**src/rtl/cdt_pkg.sv**
```systemverilog
package cdt_pkg;

  typedef struct packed {
    logic [3:0] m10;
    logic [3:0] m1;
    logic [3:0] s10;
    logic [3:0] s1;
  } cdt_time_t;

  localparam logic [6:0] MAX_MIN = 7'd60;

  function automatic logic [6:0] minutes_of(input cdt_time_t t);
    return 7'(t.m10) * 7'd10 + 7'(t.m1);
  endfunction

  function automatic logic secs_nonzero(input cdt_time_t t);
    return (t.s10 != 4'd0) || (t.s1 != 4'd0);
  endfunction

  function automatic logic is_zero(input cdt_time_t t);
    return (t == '0);
  endfunction

  // next whole minute, saturating at MAX_MIN
  function automatic cdt_time_t bump_minute(input cdt_time_t t);
    cdt_time_t r;
    r = t;
    r.s10 = 4'd0;
    r.s1  = 4'd0;
    if (minutes_of(t) < MAX_MIN) begin
      if (t.m1 == 4'd9) begin
        r.m1  = 4'd0;
        r.m10 = t.m10 + 4'd1;
      end else begin
        r.m1 = t.m1 + 4'd1;
      end
    end
    return r;
  endfunction

  // round down to whole minute, or drop one minute if already whole
  function automatic cdt_time_t drop_minute(input cdt_time_t t);
    cdt_time_t r;
    r = t;
    r.s10 = 4'd0;
    r.s1  = 4'd0;
    if (!secs_nonzero(t) && minutes_of(t) != 7'd0) begin
      if (t.m1 == 4'd0) begin
        r.m1  = 4'd9;
        r.m10 = t.m10 - 4'd1;
      end else begin
        r.m1 = t.m1 - 4'd1;
      end
    end
    return r;
  endfunction

  // one second less, holding at zero
  function automatic cdt_time_t step_second(input cdt_time_t t);
    cdt_time_t r;
    r = t;
    if (t.s1 != 4'd0) begin
      r.s1 = t.s1 - 4'd1;
    end else if (t.s10 != 4'd0) begin
      r.s10 = t.s10 - 4'd1;
      r.s1  = 4'd9;
    end else if (t.m1 != 4'd0) begin
      r.m1  = t.m1 - 4'd1;
      r.s10 = 4'd5;
      r.s1  = 4'd9;
    end else if (t.m10 != 4'd0) begin
      r.m10 = t.m10 - 4'd1;
      r.m1  = 4'd9;
      r.s10 = 4'd5;
      r.s1  = 4'd9;
    end
    return r;
  endfunction

endpackage

```
**src/rtl/cdt_tick.sv**
```systemverilog
module cdt_tick #(
  parameter int CLK_HZ = 100_000_000
) (
  input  logic clk,
  input  logic rst,
  input  logic run,
  output logic tick
);
  localparam int CNT_W = (CLK_HZ > 1) ? $clog2(CLK_HZ) : 1;
  localparam logic [CNT_W-1:0] LAST = CNT_W'(CLK_HZ - 1);

  logic [CNT_W-1:0] cnt;

  assign tick = run && (cnt == LAST);

  always_ff @(posedge clk) begin
    if (rst || !run) cnt <= '0;
    else if (cnt == LAST) cnt <= '0;
    else cnt <= cnt + 1'b1;
  end

  // ticks are isolated single-cycle events (CLK_HZ >= 2)
  a_r7_tick_spacing: assert property (@(posedge clk) disable iff (rst)
    tick |=> !tick);
  // prescaler restarts on entry to GO
  a_r7_restart: assert property (@(posedge clk) disable iff (rst)
    $rose(run) |-> cnt == '0);
endmodule

```
**src/rtl/cdt_mode.sv**
```systemverilog
module cdt_mode (
  input  logic clk,
  input  logic rst,
  input  logic toggle,
  output logic go
);
  always_ff @(posedge clk) begin
    if (rst) go <= 1'b0;
    else if (toggle) go <= ~go;
  end

  a_r2_toggle: assert property (@(posedge clk) disable iff (rst)
    toggle |=> go != $past(go));
  a_r2_hold: assert property (@(posedge clk) disable iff (rst)
    !toggle |=> $stable(go));
endmodule

```
**src/rtl/cdt_time.sv**
```systemverilog
module cdt_time
  import cdt_pkg::*;
(
  input  logic      clk,
  input  logic      rst,
  input  logic      go,
  input  logic      tick,
  input  logic      up,
  input  logic      down,
  output cdt_time_t value
);
  logic set_up, set_down, count_ev;
  assign set_up   = !go && up;
  assign set_down = !go && down && !up;
  assign count_ev = go && tick && !is_zero(value);

  always_ff @(posedge clk) begin
    if (rst) value <= '0;
    else if (set_up) value <= bump_minute(value);
    else if (set_down) value <= drop_minute(value);
    else if (count_ev) value <= step_second(value);
  end

  a_r11_digit_range: assert property (@(posedge clk) disable iff (rst)
    value.s10 <= 4'd5 && value.s1 <= 4'd9 && value.m1 <= 4'd9
    && minutes_of(value) <= MAX_MIN);
  a_r6_ignore_in_go: assert property (@(posedge clk) disable iff (rst)
    (go && !tick) |=> $stable(value));
  a_r9_zero_hold: assert property (@(posedge clk) disable iff (rst)
    (go && is_zero(value)) |=> is_zero(value));
  a_r3_whole_minute: assert property (@(posedge clk) disable iff (rst)
    (!go && (up || down)) |=> !secs_nonzero(value));
  a_r8_borrow: assert property (@(posedge clk) disable iff (rst)
    (count_ev && !secs_nonzero(value)) |=> (value.s10 == 4'd5 && value.s1 == 4'd9));
endmodule

```
**src/rtl/cdt_countdown.sv**
```systemverilog
module cdt_countdown #(
  parameter int CLK_HZ = 100_000_000
) (
  input  logic       clk,
  input  logic       rst,
  input  logic       btn_mode,
  input  logic       btn_up,
  input  logic       btn_down,
  output logic [3:0] dig_m10,
  output logic [3:0] dig_m1,
  output logic [3:0] dig_s10,
  output logic [3:0] dig_s1,
  output logic       go_mode
);
  import cdt_pkg::*;

  logic      go, sec_tick;
  cdt_time_t cur;

  cdt_mode u_mode (.clk(clk), .rst(rst), .toggle(btn_mode), .go(go));

  cdt_tick #(.CLK_HZ(CLK_HZ)) u_tick (
    .clk(clk), .rst(rst), .run(go), .tick(sec_tick));

  cdt_time u_time (
    .clk(clk), .rst(rst), .go(go), .tick(sec_tick),
    .up(btn_up), .down(btn_down), .value(cur));

  assign dig_m10 = cur.m10;
  assign dig_m1  = cur.m1;
  assign dig_s10 = cur.s10;
  assign dig_s1  = cur.s1;
  assign go_mode = go;

  // state after reset
  a_r1_reset: assert property (@(posedge clk)
    rst |=> (!go_mode && cur == '0));
endmodule

```
**config.mk**
```make
export PLATFORM = sky130hd
export DESIGN_NAME = cdt_countdown
export DESIGN_NICKNAME = d
export VERILOG_FILES = /design/src/rtl/cdt_pkg.sv /design/src/rtl/cdt_tick.sv /design/src/rtl/cdt_mode.sv /design/src/rtl/cdt_time.sv /design/src/rtl/cdt_countdown.sv
export SDC_FILE = /design/constraint.sdc
export NUM_CORES = 1
export LEC_CHECK = 0
export ABC_AREA = 1
export BUFFER_PORTS_ARGS = -buffer_cell sky130_fd_sc_hd__buf_2
export CAP_MARGIN = 15
export CORE_MARGIN = 1.5
export CORE_UTILIZATION = 45
export DETAILED_ROUTE_END_ITERATION = 8
export SLEW_MARGIN = 5
export SYNTH_ARGS = -nofsm -noshare
export SYNTH_HDL_FRONTEND = slang
export SYNTH_SLANG_ARGS = --single-unit
```
**constraint.sdc**
```tcl
create_clock -name clk -period 4.9 [get_ports clk]
set_input_delay 0.735 -clock clk [delete_from_list [all_inputs] [get_ports clk]]
set_output_delay 0.735 -clock clk [all_outputs]
set_load 0.01 [all_outputs]
```
Yosys cells after proc, flatten, opt, wreduce, memory -nomap -nowiden
Index checks and enable logic that the tools add are counted.
Widths: inputs -> output; s select.
{"block": "word_totals", "elab_cells": 74, "output_inout_bits": 17, "ff_bits": 44}
{"block": "classes", "muxes": 16, "mul": 1, "n_eq_ne": 9, "add_sub_neg": 8, "n_lt_le_gt_ge": 1, "n_bitwise": 2, "reduce_logical": 31}
{"cell": "$mux 16", "n": 4}
{"cell": "$mux 8", "n": 4}
{"cell": "$add 27x1->27 const B", "n": 1}
{"cell": "$eq 27x27->1 const B", "n": 1}
{"cell": "$mux 12", "n": 2}
{"cell": "$mux 4", "n": 6}
{"cell": "$reduce_bool 4->1", "n": 6}
{"cell": "$logic_not 16->1", "n": 1}
{"cell": "$sub 4x1->4 const B", "n": 4}
{"cell": "$ne 3x1->1 const B", "n": 3}
{"cell": "$reduce_and 9->1", "n": 1}
{"cell": "$reduce_bool 3->1", "n": 3}
{"cell": "$add 4x1->4 const B", "n": 2}
{"cell": "$add 7x4->7", "n": 1}
{"cell": "$logic_and 1x1->1", "n": 7}
{"cell": "$lt 7x6->1 const B", "n": 1}
{"cell": "$reduce_bool 7->1", "n": 1}
{"cell": "$mul 4x3->6 const B", "n": 1}
{"cell": "$ne 3x2->1 const B", "n": 2}
{"cell": "$reduce_and 6->1", "n": 1}
{"cell": "$eq 4x4->1 const B", "n": 1}
{"cell": "$logic_not 1->1", "n": 4}
{"cell": "$logic_not 4->1", "n": 1}
{"cell": "$ne 2x2->1 const B", "n": 2}
{"cell": "6 further kinds", "n": 8}

Longest topological paths before layout
{"block": "logic_depth", "ltp_word": 8, "ltp_mapped": 16}

By module
Synthesis repeated with hierarchy kept, for this count alone.
{"block": "hier_totals", "hier_cells": 476, "hier_area_um2": 2966.6}
{"mod": "cdt_time", "area_per_inst_um2": 1467.7, "cells_per_inst": 244, "instances": 1}
{"mod": "cdt_tick", "area_per_inst_um2": 1460.2, "cells_per_inst": 226, "instances": 1}
{"mod": "cdt_mode", "area_per_inst_um2": 38.8, "cells_per_inst": 6, "instances": 1}

Worst setup path after synthesis
OpenSTA, ideal clock, no wires.
{"block": "synth_timing", "path_type": "register to register", "from": "reg u_time.value[13] in the netlist's numbering", "to": "reg u_time.value[12] in the netlist's numbering", "path_buffers": 0, "required_time_ns": 4.787, "setup_time_ns": 0.113, "slack_ns": 2.490, "path_stages_with_launch": 15, "t_arrival_ns": 2.297, "cell_sequence": "dfxtp_1 ha_1 ha_1 inv_1 fa_1 nor2_1 nand4_1 nand3_1 nand2_1 nand2_1 nand2_1 a21oi_1 nand3_1 nand2_1 nor2_1"}
{"block": "synth_via", "elab_chain_len": 6, "elab_cells_between_ends": 14}
{"element": "start: declaration", "line": "cdt_time.sv:10", "text": "output cdt_time_t value"}
{"element": "start signal: assignment", "line": "cdt_time.sv:19", "text": "else if (set_up) value <= bump_minute(value);"}
{"element": "start signal: assignment", "line": "cdt_time.sv:20", "text": "else if (set_down) value <= drop_minute(value);"}
{"element": "start signal: assignment", "line": "cdt_time.sv:21", "text": "else if (count_ev) value <= step_second(value);"}
{"element": "parallel branches: the longest is 5 deep, another holds $add 7x4->7"}
{"element": "$reduce_and 9->1 (no line) (*)"}
Mark *: on every way between the ends.
A chain may end at the register's enable or synchronous reset.

Worst setup path after layout
{"block": "layout_timing", "from": "reg u_time.value[15] in the netlist's numbering", "to": "reg u_time.value[12] in the netlist's numbering"}
Same word-level chain as after synthesis.

==> flow_summary.ini <==
[die]
dieWidth_um = 85.0
start_util = 0.471
die_area_um2 = 7220
io_pins = 22
die_h_um = 85.0
num_rows = 29
coreArea_um2 = 6420

[clock_network]
cts_buffers = 5
cts_hold_buf = 0
clkTransAtPathRegs_ps = 90
cts_root_buf = clkbuf_8
cts_max_level = 2
cts.sinks = 44
cts_buffer_depth = 2
post_cts_buffers = 0
cts_tree = built
clock_latency_ps = 300
cts_resized = 0

[cells_and_area]
n_fill_cell = 681
num_antenna_cells = 0
drive_gt1_frac = 0.116
syn_to_final_growth_pct = 8.85
seq_area_um2 = 881
multi_input_area_um2 = 1890
nets = 527
finalInstanceArea_um2 = 3290

[routing]
ant_nets = 0
drt_wl_total_mm = 6.83
drcViolationCount = 0
drt_iter0_markers = 140
viasPerCell = 5.01
firstDrtPassIters = 4
vias = 2939
wl_per_cell_um = 11.6

[timing]
tightest_slew_ps = 523
rsz0062_at_grt = no
fin_crit_sh = 0.535
finClkSkew_ps = 5.35
slew_headroom = 0.651
drv_slew = 0
max_clock_freq_ghz = 0.382
setup_viol = 0
hold_viol = 0
min_period_ps = 2620
fin_tns_setup_ps = 0

[synth]
synth_area_leaders = dfxtp_1 29%, nand2_1 16%, nor2_1 12%
synth.distinct_cells = 35
synthTopCellsByCount = 126 x nand2_1, 93 x nor2_1, 55 x inv_1
yosys_most_used_dff = dfxtp_1
yosysMostFrequentCell = nand2_1
synth_warnings = 0
synth_edf_count = 0
async_flop_share = 0
ys_seq_area_frac = 0.291
netlist_instances = 486
avgSynthCellArea_um2 = 6.22
synth_area_um2 = 3020
synth.net_count = 503
synth_area_leader_cell = dfxtp_1
ys_seq_elements = 44
yosysTopAreaCellShare = 0.291

[pwr]
irDropWorstVdd_mv = 0.140
power_density_nw_per_um2 = 336
p_leak_nw = 1.50

[worst_setup_path]
crit_path_end = u_time.value[12]$_SDFFE_PP0P_
crit_path_start = u_time.value[15]$_SDFFE_PP0P_
critPathBufInv = 1
critPathSlowestCell = dfxtp_1
crit_type = reg2reg
critPathRequiredTime_ps = 5100
timing.rr.end = u_time.value[12]$_SDFFE_PP0P_
arrival_ps = 2820
path_delay_family = adder cells
cp-end-kind = flip-flop
crit_top_cell = nand2_1
worst-r2r-cell-count = 14
crit_cells = 14
critPathMaxFanout = 6
crit-reg2reg-launch = u_time.value[15]$_SDFFE_PP0P_
critPathMaxStageDelay_ps = 460
critPathLaunchType = flip-flop
reg2reg_slack_ps = 2280
crit_chain = ha_1, ha_1, inv_1, fa_1, nor2_1, nand4_1, nand3_1, nand2_1, nand2_1, nand2_1, a21oi_1, nand3_1, nand2_1, nor2_1

[placed_design]
port-buffer-count = 21
place_congestion = 0.839
dpl.hpwl_mm = 5.31
post_dp_cell_area_um2 = 3210

[global_route]
antenna_found_initial = 0
grt_use_total = 0.197
grt_max_degree = 22
grt_first_pass_wirelength_mm = 11.7
grt-ovfl-total = 0
grt_pass1_vias = 2594

[run]
maxCapViolations = 0

[hold_path]
hold_path.class = reg2reg

[status]
status = complete, no violations
==> layout by cell type (no fill, tap or decap), types with 6 or more instances in the layout <==
master and count:
a21oi_1 23, buf_2 21, dfxtp_1 44, ha_1 10, inv_1 55, nand2_1 126
nand3_1 36, nand4_1 14, nor2_1 93, nor2_2 6, nor3_1 14, o21ai_0 10
xor2_1 7
==> layer usage <==
layer	wire, µm	track usage	part of all wire
met3	267	0.0321	0.039
met5	0	0	0
met2	2830	0.306	0.41
met4	57	0.0402	0.0083
met1	3680	0.287	0.54
==> worst register-to-register path, delay by kind of cell (launching register included) <==
family                   cells  cell delay, ps
buffers and inverters        1              60
AND/OR/NAND/NOR              9             810
flip-flops                   1             460
AO/OA/AOI/OAI                1             280
adder cells (fa/ha/maj)      3             920
==> flip-flops by register name (all words and copies together) (netlist names) <==
signal,flops
u_tick.cnt,27
u_time.value,16
u_mode.go,1
==> report_power, final <==
group          switching (mW)  internal, mW
combinational           0.298         0.158
sequential             0.0461         0.378
clock                   0.128        0.0968
==> how the worst min path moves through the flow <==
stage	endpoint	cells past startpoint	start	slack, ps
6_report	u_tick.cnt[0]$_SDFF_PP0_	1	u_tick.cnt[0]$_SDFF_PP0_	460
2_1_floorplan	u_tick.cnt[0]$_SDFF_PP0_	1	u_tick.cnt[0]$_SDFF_PP0_	420
3_3_place_gp	u_tick.cnt[0]$_SDFF_PP0_	1	u_tick.cnt[0]$_SDFF_PP0_	430
3_5_place_dp	u_tick.cnt[0]$_SDFF_PP0_	1	u_tick.cnt[0]$_SDFF_PP0_	440
4_1_cts	u_tick.cnt[0]$_SDFF_PP0_	1	u_tick.cnt[0]$_SDFF_PP0_	460
5_1_grt	u_tick.cnt[0]$_SDFF_PP0_	1	u_tick.cnt[0]$_SDFF_PP0_	500
==> per-stage QoR <==
| step | hold WS [ps] | setup slack [ps] | power, mW | utilization | std cells |
|---|---|---|---|---|---|
| floorplan | 418 | 2490 | 0.776 | - | 486 |
| global placement | 430 | 2360 | 0.877 | 0.500 | 580 |
| detailed placement | 439 | 2310 | 0.882 | 0.500 | 580 |
| CTS | 463 | 2300 | 1.11 | 0.513 | 587 |
| global route | 505 | 1990 | 1.20 | 0.513 | 587 |
| finish | 456 | 2280 | 1.10 | 0.513 | 587 |
==> cell families after synthesis <==
family                     after synthesis  synth area share
and+or+nand+nor                        319             0.483
AOI/OAI and AO/OA                       37            0.0645
adders and majority gates               12            0.0546
DFF                                     44             0.291
xor gates and xnor gates                 8            0.0232
buffers and inverters                   66            0.0832
==> layout make-up <==
type	count	share of cell area
Sequential cell	44	0.268
Clock buffer	5	0.0209
Inverter	61	0.0696
Tap cell	77	0.0293
Multi-Input combinational cell	376	0.575
Timing Repair Buffer	22	0.0342
Clock inverter	2	0.00380
Power figures use the tool's default switching activity.
